==> config.mk <==
export PLATFORM = sky130hd
export DESIGN_NAME = cdag_top
export DESIGN_NICKNAME = d
export VERILOG_FILES = /design/src/rtl/cdag_pkg.sv /design/src/rtl/cdag_wrap.sv /design/src/rtl/cdag_unit.sv /design/src/rtl/cdag_top.sv
export SDC_FILE = /design/constraint.sdc
export NUM_CORES = 1
export LEC_CHECK = 0
export BUFFER_PORTS_ARGS = -buffer_cell sky130_fd_sc_hd__buf_4
export CAP_MARGIN = 10
export CORE_MARGIN = 2
export CORE_UTILIZATION = 30
export DETAILED_ROUTE_END_ITERATION = 6
export PLACE_DENSITY = 0.46
export SLEW_MARGIN = 30
export SYNTH_ARGS = -nofsm -noshare
export SYNTH_HDL_FRONTEND = slang
export SYNTH_HIERARCHICAL = 1
export SYNTH_SLANG_ARGS = --single-unit
==> constraint.sdc <==
create_clock -name clk -period 6.9 [get_ports clk]
set_input_delay 0.345 -clock clk [delete_from_list [all_inputs] [get_ports clk]]
set_output_delay 0.345 -clock clk [all_outputs]
set_load 0.01 [all_outputs]
==> src/rtl/cdag_pkg.sv <==
package cdag_pkg;
    parameter int ADDR_W  = 14;
    parameter int NREG    = 4;
    parameter int NUM_GEN = 2;
    localparam int SEL_W  = $clog2(NREG);
    localparam int GEN_W  = (NUM_GEN > 1) ? $clog2(NUM_GEN) : 1;
    localparam int EXT_W  = ADDR_W + 2;

    typedef logic [ADDR_W-1:0] addr_t;
    typedef logic signed [EXT_W-1:0] ext_t;

    typedef enum logic [1:0] {
        LD_PTR  = 2'd0,
        LD_STEP = 2'd1,
        LD_SPAN = 2'd2,
        LD_NONE = 2'd3
    } ld_kind_e;

    typedef struct packed {
        logic             en;
        logic [SEL_W-1:0] ptr;
        logic [SEL_W-1:0] step;
    } acc_req_t;

    typedef struct packed {
        logic             en;
        ld_kind_e         kind;
        logic [SEL_W-1:0] sel;
        addr_t            data;
    } ld_req_t;

    function automatic ext_t zext(addr_t v);
        return ext_t'({2'b00, v});
    endfunction

    function automatic ext_t sext(addr_t v);
        return ext_t'({{2{v[ADDR_W-1]}}, v});
    endfunction
endpackage

==> src/rtl/cdag_wrap.sv <==
module cdag_wrap
    import cdag_pkg::*;
(
    input  addr_t ptr,
    input  addr_t step,
    input  addr_t start,
    input  addr_t span,
    output addr_t nxt
);
    ext_t sum;
    ext_t lim;
    ext_t res;

    always_comb begin
        sum = zext(ptr) + sext(step);
        lim = zext(start) + zext(span);
        if (span == '0)
            res = sum;
        else if (sum >= lim)
            res = sum - zext(span);
        else if (sum < zext(start))
            res = sum + zext(span);
        else
            res = sum;
        nxt = res[ADDR_W-1:0];
    end
endmodule

==> src/rtl/cdag_unit.sv <==
module cdag_unit
    import cdag_pkg::*;
(
    input  logic     clk,
    input  logic     rst,
    input  ld_req_t  ld,
    input  acc_req_t acc,
    output addr_t    addr,
    output logic     addr_vld
);
    addr_t [NREG-1:0] ptr_q;
    addr_t [NREG-1:0] step_q;
    addr_t [NREG-1:0] span_q;
    addr_t [NREG-1:0] start_q;

    addr_t cur_ptr, cur_step, cur_span, cur_start, nxt_ptr;
    logic  ld_hit;
    logic  ptr_ld;

    assign cur_ptr   = ptr_q[acc.ptr];
    assign cur_step  = step_q[acc.step];
    assign cur_span  = span_q[acc.ptr];
    assign cur_start = start_q[acc.ptr];
    assign ptr_ld    = ld.en && (ld.kind == LD_PTR);
    assign ld_hit    = ptr_ld && (ld.sel == acc.ptr);

    cdag_wrap u_wrap (
        .ptr   (cur_ptr),
        .step  (cur_step),
        .start (cur_start),
        .span  (cur_span),
        .nxt   (nxt_ptr)
    );

    always_ff @(posedge clk) begin
        if (rst) begin
            ptr_q   <= '0;
            step_q  <= '0;
            span_q  <= '0;
            start_q <= '0;
        end else begin
            if (acc.en)
                ptr_q[acc.ptr] <= nxt_ptr;
            if (ld.en) begin
                unique case (ld.kind)
                    LD_PTR: begin
                        ptr_q[ld.sel]   <= ld.data;
                        start_q[ld.sel] <= ld.data;
                    end
                    LD_STEP: step_q[ld.sel] <= ld.data;
                    LD_SPAN: span_q[ld.sel] <= ld.data;
                    default: ;
                endcase
            end
        end
    end

    assign addr     = cur_ptr;
    assign addr_vld = acc.en;

    logic [ADDR_W:0] step_mag;
    logic            in_window;
    assign step_mag  = cur_step[ADDR_W-1] ? ({1'b0, ~cur_step} + 1'b1) : {1'b0, cur_step};
    assign in_window = (cur_ptr >= cur_start) &&
                       ({1'b0, cur_ptr} < ({1'b0, cur_start} + {1'b0, cur_span}));


    linear_step_chk: assert property (@(posedge clk) disable iff (rst)
        (acc.en && cur_span == '0 && !ld_hit) |=>
        ptr_q[$past(acc.ptr)] == addr_t'($past(cur_ptr) + $past(cur_step)));


    window_chk: assert property (@(posedge clk) disable iff (rst)
        (acc.en && cur_span != '0 && !ld_hit && in_window && step_mag < {1'b0, cur_span}) |=>
        (ptr_q[$past(acc.ptr)] >= $past(cur_start)) &&
        ({1'b0, ptr_q[$past(acc.ptr)]} < ({1'b0, $past(cur_start)} + {1'b0, $past(cur_span)})));


    load_wins_chk: assert property (@(posedge clk) disable iff (rst)
        ptr_ld |=> ptr_q[$past(ld.sel)] == $past(ld.data));


    start_latch_chk: assert property (@(posedge clk) disable iff (rst)
        ptr_ld |=> start_q[$past(ld.sel)] == $past(ld.data));


    idle_hold_chk: assert property (@(posedge clk) disable iff (rst)
        (!acc.en && !ptr_ld) |=> $stable(ptr_q));
endmodule

==> src/rtl/cdag_top.sv <==
module cdag_top
    import cdag_pkg::*;
(
    input  logic                      clk,
    input  logic                      rst,
    input  logic                      ld_en,
    input  logic [GEN_W-1:0]          ld_gen,
    input  logic [1:0]                ld_kind,
    input  logic [SEL_W-1:0]          ld_sel,
    input  logic [ADDR_W-1:0]         ld_data,
    input  logic [NUM_GEN-1:0]        acc_en,
    input  logic [NUM_GEN*SEL_W-1:0]  acc_ptr,
    input  logic [NUM_GEN*SEL_W-1:0]  acc_mod,
    output logic [NUM_GEN*ADDR_W-1:0] addr,
    output logic [NUM_GEN-1:0]        addr_vld
);
    for (genvar g = 0; g < NUM_GEN; g++) begin : g_unit
        ld_req_t  ld_g;
        acc_req_t acc_g;
        addr_t    addr_g;

        assign ld_g.en    = ld_en && (ld_gen == GEN_W'(g));
        assign ld_g.kind  = ld_kind_e'(ld_kind);
        assign ld_g.sel   = ld_sel;
        assign ld_g.data  = ld_data;
        assign acc_g.en   = acc_en[g];
        assign acc_g.ptr  = acc_ptr[g*SEL_W +: SEL_W];
        assign acc_g.step = acc_mod[g*SEL_W +: SEL_W];

        cdag_unit u_unit (
            .clk      (clk),
            .rst      (rst),
            .ld       (ld_g),
            .acc      (acc_g),
            .addr     (addr_g),
            .addr_vld (addr_vld[g])
        );

        assign addr[g*ADDR_W +: ADDR_W] = addr_g;
    end
endmodule

==> results of run 1 <==
state kept, by name (all words and copies together) (netlist names):
signal	cells
g_unit.u_unit/start_q	112
g_unit.u_unit/step_q	112
g_unit.u_unit/ptr_q	112
g_unit.u_unit/span_q	112
placed cells by master, fill, tap and decap left out, types with 8 or more instances in the layout:
cell / netlist / routed
dfxtp_1: 448 / 448
a21oi_1: 429 / 429
nand3_1: 354 / 353
o21ai_0: 294 / 294
nand2_1: 279 / 277
ha_1: 158 / 158
buf_4: 41 / 125
nor3_1: 114 / 114
mux4_2: 112 / 112
a311oi_1: 100 / 100
inv_1: 95 / 95
o21ai_1: 86 / 86
nor2_1: 66 / 65
clkbuf_16: 0 / 53
xnor2_1: 38 / 38
a21o_1: 29 / 29
nor3_2: 26 / 26
xor2_1: 21 / 21
nor2b_1: 23 / 19
o21bai_1: 18 / 18
nand2b_1: 21 / 17
o21a_1: 17 / 17
a311oi_2: 16 / 16
clkbuf_8: 0 / 11
clkbuf_1: 185 / 10
clkinv_2: 0 / 10
o211ai_1: 10 / 10
and2_1: 11 / 10
nor4_1: 10 / 10
a31oi_1: 10 / 10
a221o_1: 10 / 10
nand3b_1: 9 / 9
a211oi_1: 9 / 9
nor3b_1: 8 / 8
or3_1: 8 / 8
fa_1: 8 / 8
kinds of logic (layout without fill, tap and decap cells):
kind of cell             Yosys count  in the layout  synth area share, %
AO/OA/AOI/OAI                   1132           1132                 24.6
XOR/XNOR                          60             60                 1.89
adder cells (fa/ha/maj)          166            166                 7.59
buffers and inverters            448            322                 7.56
flip-flops                       448            448                 31.9
multiplexers                     113            113                 9.00
other                              0              1                    0
AND/OR/NAND/NOR                  982            982                 17.5
synth_stat cells, types with 10 or more instances:
cell type	n
dfxtp_1	448
a21oi_1	429
nand3_1	354
o21ai_0	294
nand2_1	279
clkbuf_1	185
ha_1	158
nor3_1	114
mux4_2	112
a311oi_1	100
buf_2	97
inv_1	95
o21ai_1	86
nor2_1	66
buf_4	41
xnor2_1	38
a21o_1	29
nor3_2	26
nor2b_1	23
buf_6	22
nand2b_1	21
xor2_1	21
o21bai_1	18
o21a_1	17
a311oi_2	16
and2_1	11
a221o_1	10
a31oi_1	10
nor4_1	10
o211ai_1	10
path summary, 6_finish.rpt:
| path | slack, ns | from | cells past startpoint | endpoint |
|---|---|---|---|---|
| max reg2reg | 0.61 | g_unit[0].u_unit/span_q[42]$_SDFFE_PP0P_ | 24 | g_unit[0].u_unit/ptr_q[38]$_SDFF_PP0_ |
| min | 0.25 | ld_data[1] | 3 | g_unit[1].u_unit/span_q[15]$_SDFFE_PP0P_ |
| max | 0.61 | g_unit[0].u_unit/span_q[42]$_SDFFE_PP0P_ | 24 | g_unit[0].u_unit/ptr_q[38]$_SDFF_PP0_ |
| min reg2reg | 0.46 | g_unit[1].u_unit/span_q[13]$_SDFFE_PP0P_ | 2 | g_unit[1].u_unit/span_q[13]$_SDFFE_PP0P_ |
area by class of cell:
type                    instances  area [µm²]  area share (%)
multi-input cells            2453       17100            55.7
clock inverters                22         200           0.650
inverters                      96         360            1.17
repair buffers                130        1020            3.33
clock buffers                  74        1520            4.92
diodes                          1        2.50         0.00813
well taps                    1254        1570            5.10
flip-flops and latches        448        8970            29.1
where the power goes:
| part | internal [µW] | switching, µW |
|---|---|---|
| Clock | 1580 | 1240 |
| Sequential | 2620 | 16.4 |
| Combinational | 287 | 667 |
metal layers:
layer  share of wire (%)  wire length [µm]  track usage (%)  up-vias
li1                    -                 -                -    12100
met1                  48             51000             32.0    12800
met2                  44             46700             32.9      816
met3                 6.5              6900             3.53      106
met4                 1.5              1630             4.09        6
met5               0.037                39                0        -
critical path, stage by stage (launching register included):
cell and delay, ns:
dfxtp_1 0.30, mux4_2 0.52, ha_1 0.25, fa_1 0.42, a21o_1 0.19, a21oi_1 0.23
o21bai_1 0.10, a21oi_1 0.24, o21bai_1 0.10, a21oi_1 0.23, nor2b_1 0.08, o21a_1 0.19
o41ai_1 0.45, xor2_1 0.14, ha_1 0.33, nand2_1 0.07, a21oi_1 0.04, a221oi_1 0.41
a21oi_1 0.19, o21a_1 0.30, a211oi_2 0.47, a221oi_1 0.16, o2bb2ai_1 0.38, nand2_1 0.10
a311oi_1 0.29
through the flow:
step | hold slack [ns] | setup WS [ns] | utilization, %
6_report | 0.246 | 0.608 | 33.0
5_1_grt | 0.233 | 0.00892 | 33.0
4_1_cts | 0.206 | 0.686 | 33.0
3_5_place_dp | 0.457 | 0.267 | 31.2
3_3_place_gp | 0.453 | 0.290 | 31.2
2_1_floorplan | 0.440 | 1.08 | -
==> metrics.cfg, run 1 <==
[finish]
area_growth_pct = 9.34
design_area_um2 = 30800
layout-drive-gt1-share_pct = 13.3
nets = 3379
final.fill_count = 9698
fin_cells = 4478

[sta]
skew_ns = 0.0257
relSlewSlack_pct = 32.0
hold_violations = 0
fin_crit_ns = 6.29
post-route-period-util_pct = 91.2
setup_viol = 0
grt_setup_unrepaired = false
fin_setup_tns_ns = 0
worst_slew_pin_slew_ns = 1.02
fmax_mhz = 159
drv_slew = 0

[synth]
ys_seq_area_share_pct = 31.9
syn_area_per_cell_um2 = 8.41
netlist_top_cells_area = dfxtp_1 (32%), mux4_2 (9.0%), a21oi_1 (7.6%), ha_1 (7.0%), nand3_1 (6.3%)
ys_async_sr_fraction_pct = 0
netlist_area_um2 = 28100
synth_warnings = 6
yosysUniqueCellTypes = 96
ys_ff_latch = 448
synth_ff_type = dfxtp_1
synthCells = 3349
yosys.area.top_type = dfxtp_1
syn_nets = 3547
synth_top_area_share_pct = 31.9
synth_edf_count = 0

[placed_design]
dpl.hpwl_um = 64200
placed_cell_area_um2 = 29100
io_buffers = 61
dp_cells = 4381
gp_congestion = 0.927

[floorplan]
die_y_um = 310
die_area_um2 = 96300
io_pins = 62
core_area_um2 = 93200
row_count = 112
initial_utilization_pct = 30.2
die_w_um = 310

[clock_tree]
cts_tree = built
root_buffer = clkbuf_16
htreeDepth = 2
cts_buffer_depth = 3
clk_pin_slew_ns = 0.06
postCtsHoldBufs = 0
post_cts_resized = 0
clock_sinks = 448
clock_latency_ns = 0.63
post_cts_buffers = 0
cts_inserted_buffers = 52

[grt]
overflow = 0
grt_pass1_wl_um = 160000
grt_pass1_vias = 24400
antenna_found_initial = 4
grt_max_degree = 178
grt_use_total_pct = 21.6

[critical_path]
critPathMaxFanout = 6
crit_required_ns = 7.42
crit_arrival_ns = 6.81
cp-start-kind = register
end_kind = register
setup.worst_path.class = register to register

[pwr]
leakagePower_uw = 0.0102
total_power_uw = 6400
power_density_nw_per_um2 = 208
irDropWorstVdd_v = 0.000185

[routing]
drc_errors = 0
drt_first_pass_iters = 5
drtIter0Drc = 2344
viasPerCell = 5.76
wl_per_cell_um = 23.7
antenna_left = 0
vias = 25800
totalWireLength_um = 106000

[worst_hold_path]
hp-class = primary input to register

[outcome]
status = finished clean

[job]
max-cap-violations = 0

Note: power is estimated with default switching activity, not from simulation.
==> inputs of run 2 (changes only) <==
--- a/config.mk
+++ b/config.mk
@@ -5,7 +5,7 @@
 export SDC_FILE = /design/constraint.sdc
 export NUM_CORES = 1
 export LEC_CHECK = 0
-export BUFFER_PORTS_ARGS = -buffer_cell sky130_fd_sc_hd__buf_4
+export BUFFER_PORTS_ARGS = -buffer_cell sky130_fd_sc_hd__buf_2
 export CAP_MARGIN = 10
 export CORE_MARGIN = 2
 export CORE_UTILIZATION = 30
==> run 2 against run 1 <==
Against the previous run:
- routed wire length decreased by 0.23%
- core utilization increased by 0.11 points
- sequential share of layout area decreased by 0.093 points
- power increased by 2.2%
- cell area increased by 0.32%
- highest routed layer unchanged
- sequential power about the same
- critical path depth increased by 1
- critical endpoint is now g_unit[0].u_unit/ptr_q[10]$_SDFF_PP0_
- combinational power about the same
- count of clock-buffer cells in the layout unchanged
==> metrics.cfg, run 2 (synthesis results as in run 1) <==
[outcome]
status = finished clean

[placed_design]
dpl.hpwl_um = 65700
placed_cell_area_um2 = 29100
io_buffers = 61
gp_congestion = 0.890

[finish]
area_growth_pct = 9.69
layout-drive-gt1-share_pct = 13.7
layout_common_cells = dfxtp_1 (448), a21oi_1 (429), nand3_1 (353)
final_common_cell = dfxtp_1
final.fill_count = 9653
nets = 3393
design_area_um2 = 30900

[routing]
viasPerCell = 5.76
wl_per_cell_um = 23.6
totalWireLength_um = 106000
vias = 25900
drtIter0Drc = 2589
drc_errors = 0
antenna_left = 0
drt_first_pass_iters = 6

[floorplan]
die_y_um = 310
io_pins = 62
core_area_um2 = 93200
row_count = 112
die_w_um = 310
die_area_um2 = 96300
initial_utilization_pct = 30.2

[grt]
grt_use_total_pct = 21.5
grt_pass1_vias = 24600
grtUsageMet1_pct = 32.7
overflow = 0
use_met3_pct = 3.06
grt.busiest_layer = met1
grt_pass1_wl_um = 160000
antenna_found_initial = 13
grt_max_degree = 125
use_met2_pct = 32.3

[worst_hold_path]
worstHoldEndpoint = g_unit[1].u_unit/start_q[26]$_SDFFE_PP0P_
hp-class = primary input to register
worst_hold_startpoint = ld_data[12]
hold_depth = 3

[job]
max-cap-violations = 0

[critical_path]
r2r_start = g_unit[0].u_unit/span_q[42]$_SDFFE_PP0P_
end_kind = register
setup.worst_path.class = register to register
r2r_setup_slack_ns = 0.48
startpoint = g_unit[0].u_unit/span_q[42]$_SDFFE_PP0P_
crit_required_ns = 7.44
cp-start-kind = register
r2r_end = g_unit[0].u_unit/ptr_q[10]$_SDFF_PP0_
critPathMaxFanout = 6
crit_arrival_ns = 6.96
worstRegToRegCells = 25

[sta]
hold_violations = 0
fin_crit_ns = 6.42
skew_ns = 0.0236
relSlewSlack_pct = 31.5
drv_slew = 0
worst_slew_pin_slew_ns = 1.03
post-route-period-util_pct = 93.1
fin_setup_tns_ns = 0
grt_setup_unrepaired = false
setup_viol = 0
fmax_mhz = 156

[clock_tree]
root_buffer = clkbuf_16
clock_sinks = 448
postCtsHoldBufs = 0
post_cts_buffers = 0
post_cts_resized = 0
clock_latency_ns = 0.64
cts_buffer_depth = 3
cts_inserted_buffers = 52
htreeDepth = 2
clk_pin_slew_ns = 0.06
cts_tree = built

[pwr]
irDropWorstVdd_v = 0.000189
leakagePower_uw = 0.0103
power_density_nw_per_um2 = 212

run 2: changes by cell type in the layout (fill, tap and decap cells not counted), moves of 2 or more:
| cell | delta |
|---|---|
| bufinv_16 | +4 |
| buf_12 | +2 |
| inv_6 | -2 |
| clkinvlp_4 | -3 |
| buf_2 | +54 |
| clkinv_2 | -2 |
| clkbuf_1 | -2 |
| buf_4 | -44 |
| clkbuf_8 | +3 |
run 2: worst max path at each step:
| stage | endpoint | slack, ns |
|---|---|---|
| 2_1_floorplan | g_unit[0].u_unit/ptr_q[12]$_SDFF_PP0_ | 1.08 |
| 3_3_place_gp | g_unit[0].u_unit/ptr_q[38]$_SDFF_PP0_ | 0.34 |
| 3_5_place_dp | g_unit[0].u_unit/ptr_q[10]$_SDFF_PP0_ | 0.26 |
| 4_1_cts | g_unit[0].u_unit/ptr_q[10]$_SDFF_PP0_ | 0.52 |
| 5_1_grt | g_unit[0].u_unit/ptr_q[52]$_SDFF_PP0_ | 0.06 |
| 6_report | g_unit[0].u_unit/ptr_q[10]$_SDFF_PP0_ | 0.48 |
run 2: report_power, final:
part / leakage (µW) / internal (µW) / switching (µW) / total [µW]
clock network: 0.000889 / 1730 / 1220 / 2950
logic: 0.00583 / 284 / 670 / 954
registers: 0.00361 / 2620 / 16.4 / 2640
total: 0.0103 / 4630 / 1910 / 6540
run 2: critical path, cell delays in order (launching register included):
cell	delay [ns]
dfxtp_1	0.31
mux4_2	0.53
ha_1	0.25
fa_1	0.41
a21o_1	0.18
a21oi_1	0.24
o21bai_1	0.10
a21oi_1	0.26
o21bai_1	0.11
a21oi_1	0.24
nor2b_1	0.07
o21a_1	0.19
o41ai_1	0.48
xor2_1	0.14
ha_1	0.33
nand2_1	0.08
a21oi_1	0.04
a221oi_1	0.40
a21oi_1	0.19
o21a_1	0.30
a211oi_2	0.53
a221oi_1	0.18
o2bb2ai_1	0.24
buf_4	0.18
nand2_1	0.05
a311oi_1	0.29
run 2: routing by layer:
metal | wire [µm] | vias up
met4 | 1440 | 22
met3 | 6810 | 122
met5 | 131 | -
met2 | 45800 | 861
met1 | 51800 | 12800
li1 | - | 12100
run 2: per-stage QoR:
stage                     utilization (%)  hold slack (ns)  setup WS, ns  power [µW]  std cells
final                                33.1            0.209         0.477        6540       4491
after global routing                 33.1            0.201        0.0599        6760       4491
after CTS                            33.1            0.179         0.517        6580       4489
after detailed placement             31.2            0.457         0.262        3630       4395
after global placement               31.1            0.453         0.337        3630       4392
after floorplan                         -            0.440          1.08        3320       3349
run 2: final cells by class:
class | count | area, µm² | area share (%)
clock buffers | 74 | 1520 | 4.94
clock inverters | 20 | 272 | 0.879
flip-flops and latches | 448 | 8970 | 29.0
well taps | 1254 | 1570 | 5.08
repair buffers | 144 | 1040 | 3.38
inverters | 96 | 360 | 1.17
multi-input cells | 2453 | 17100 | 55.5
diodes | 2 | 5.00 | 0.0162
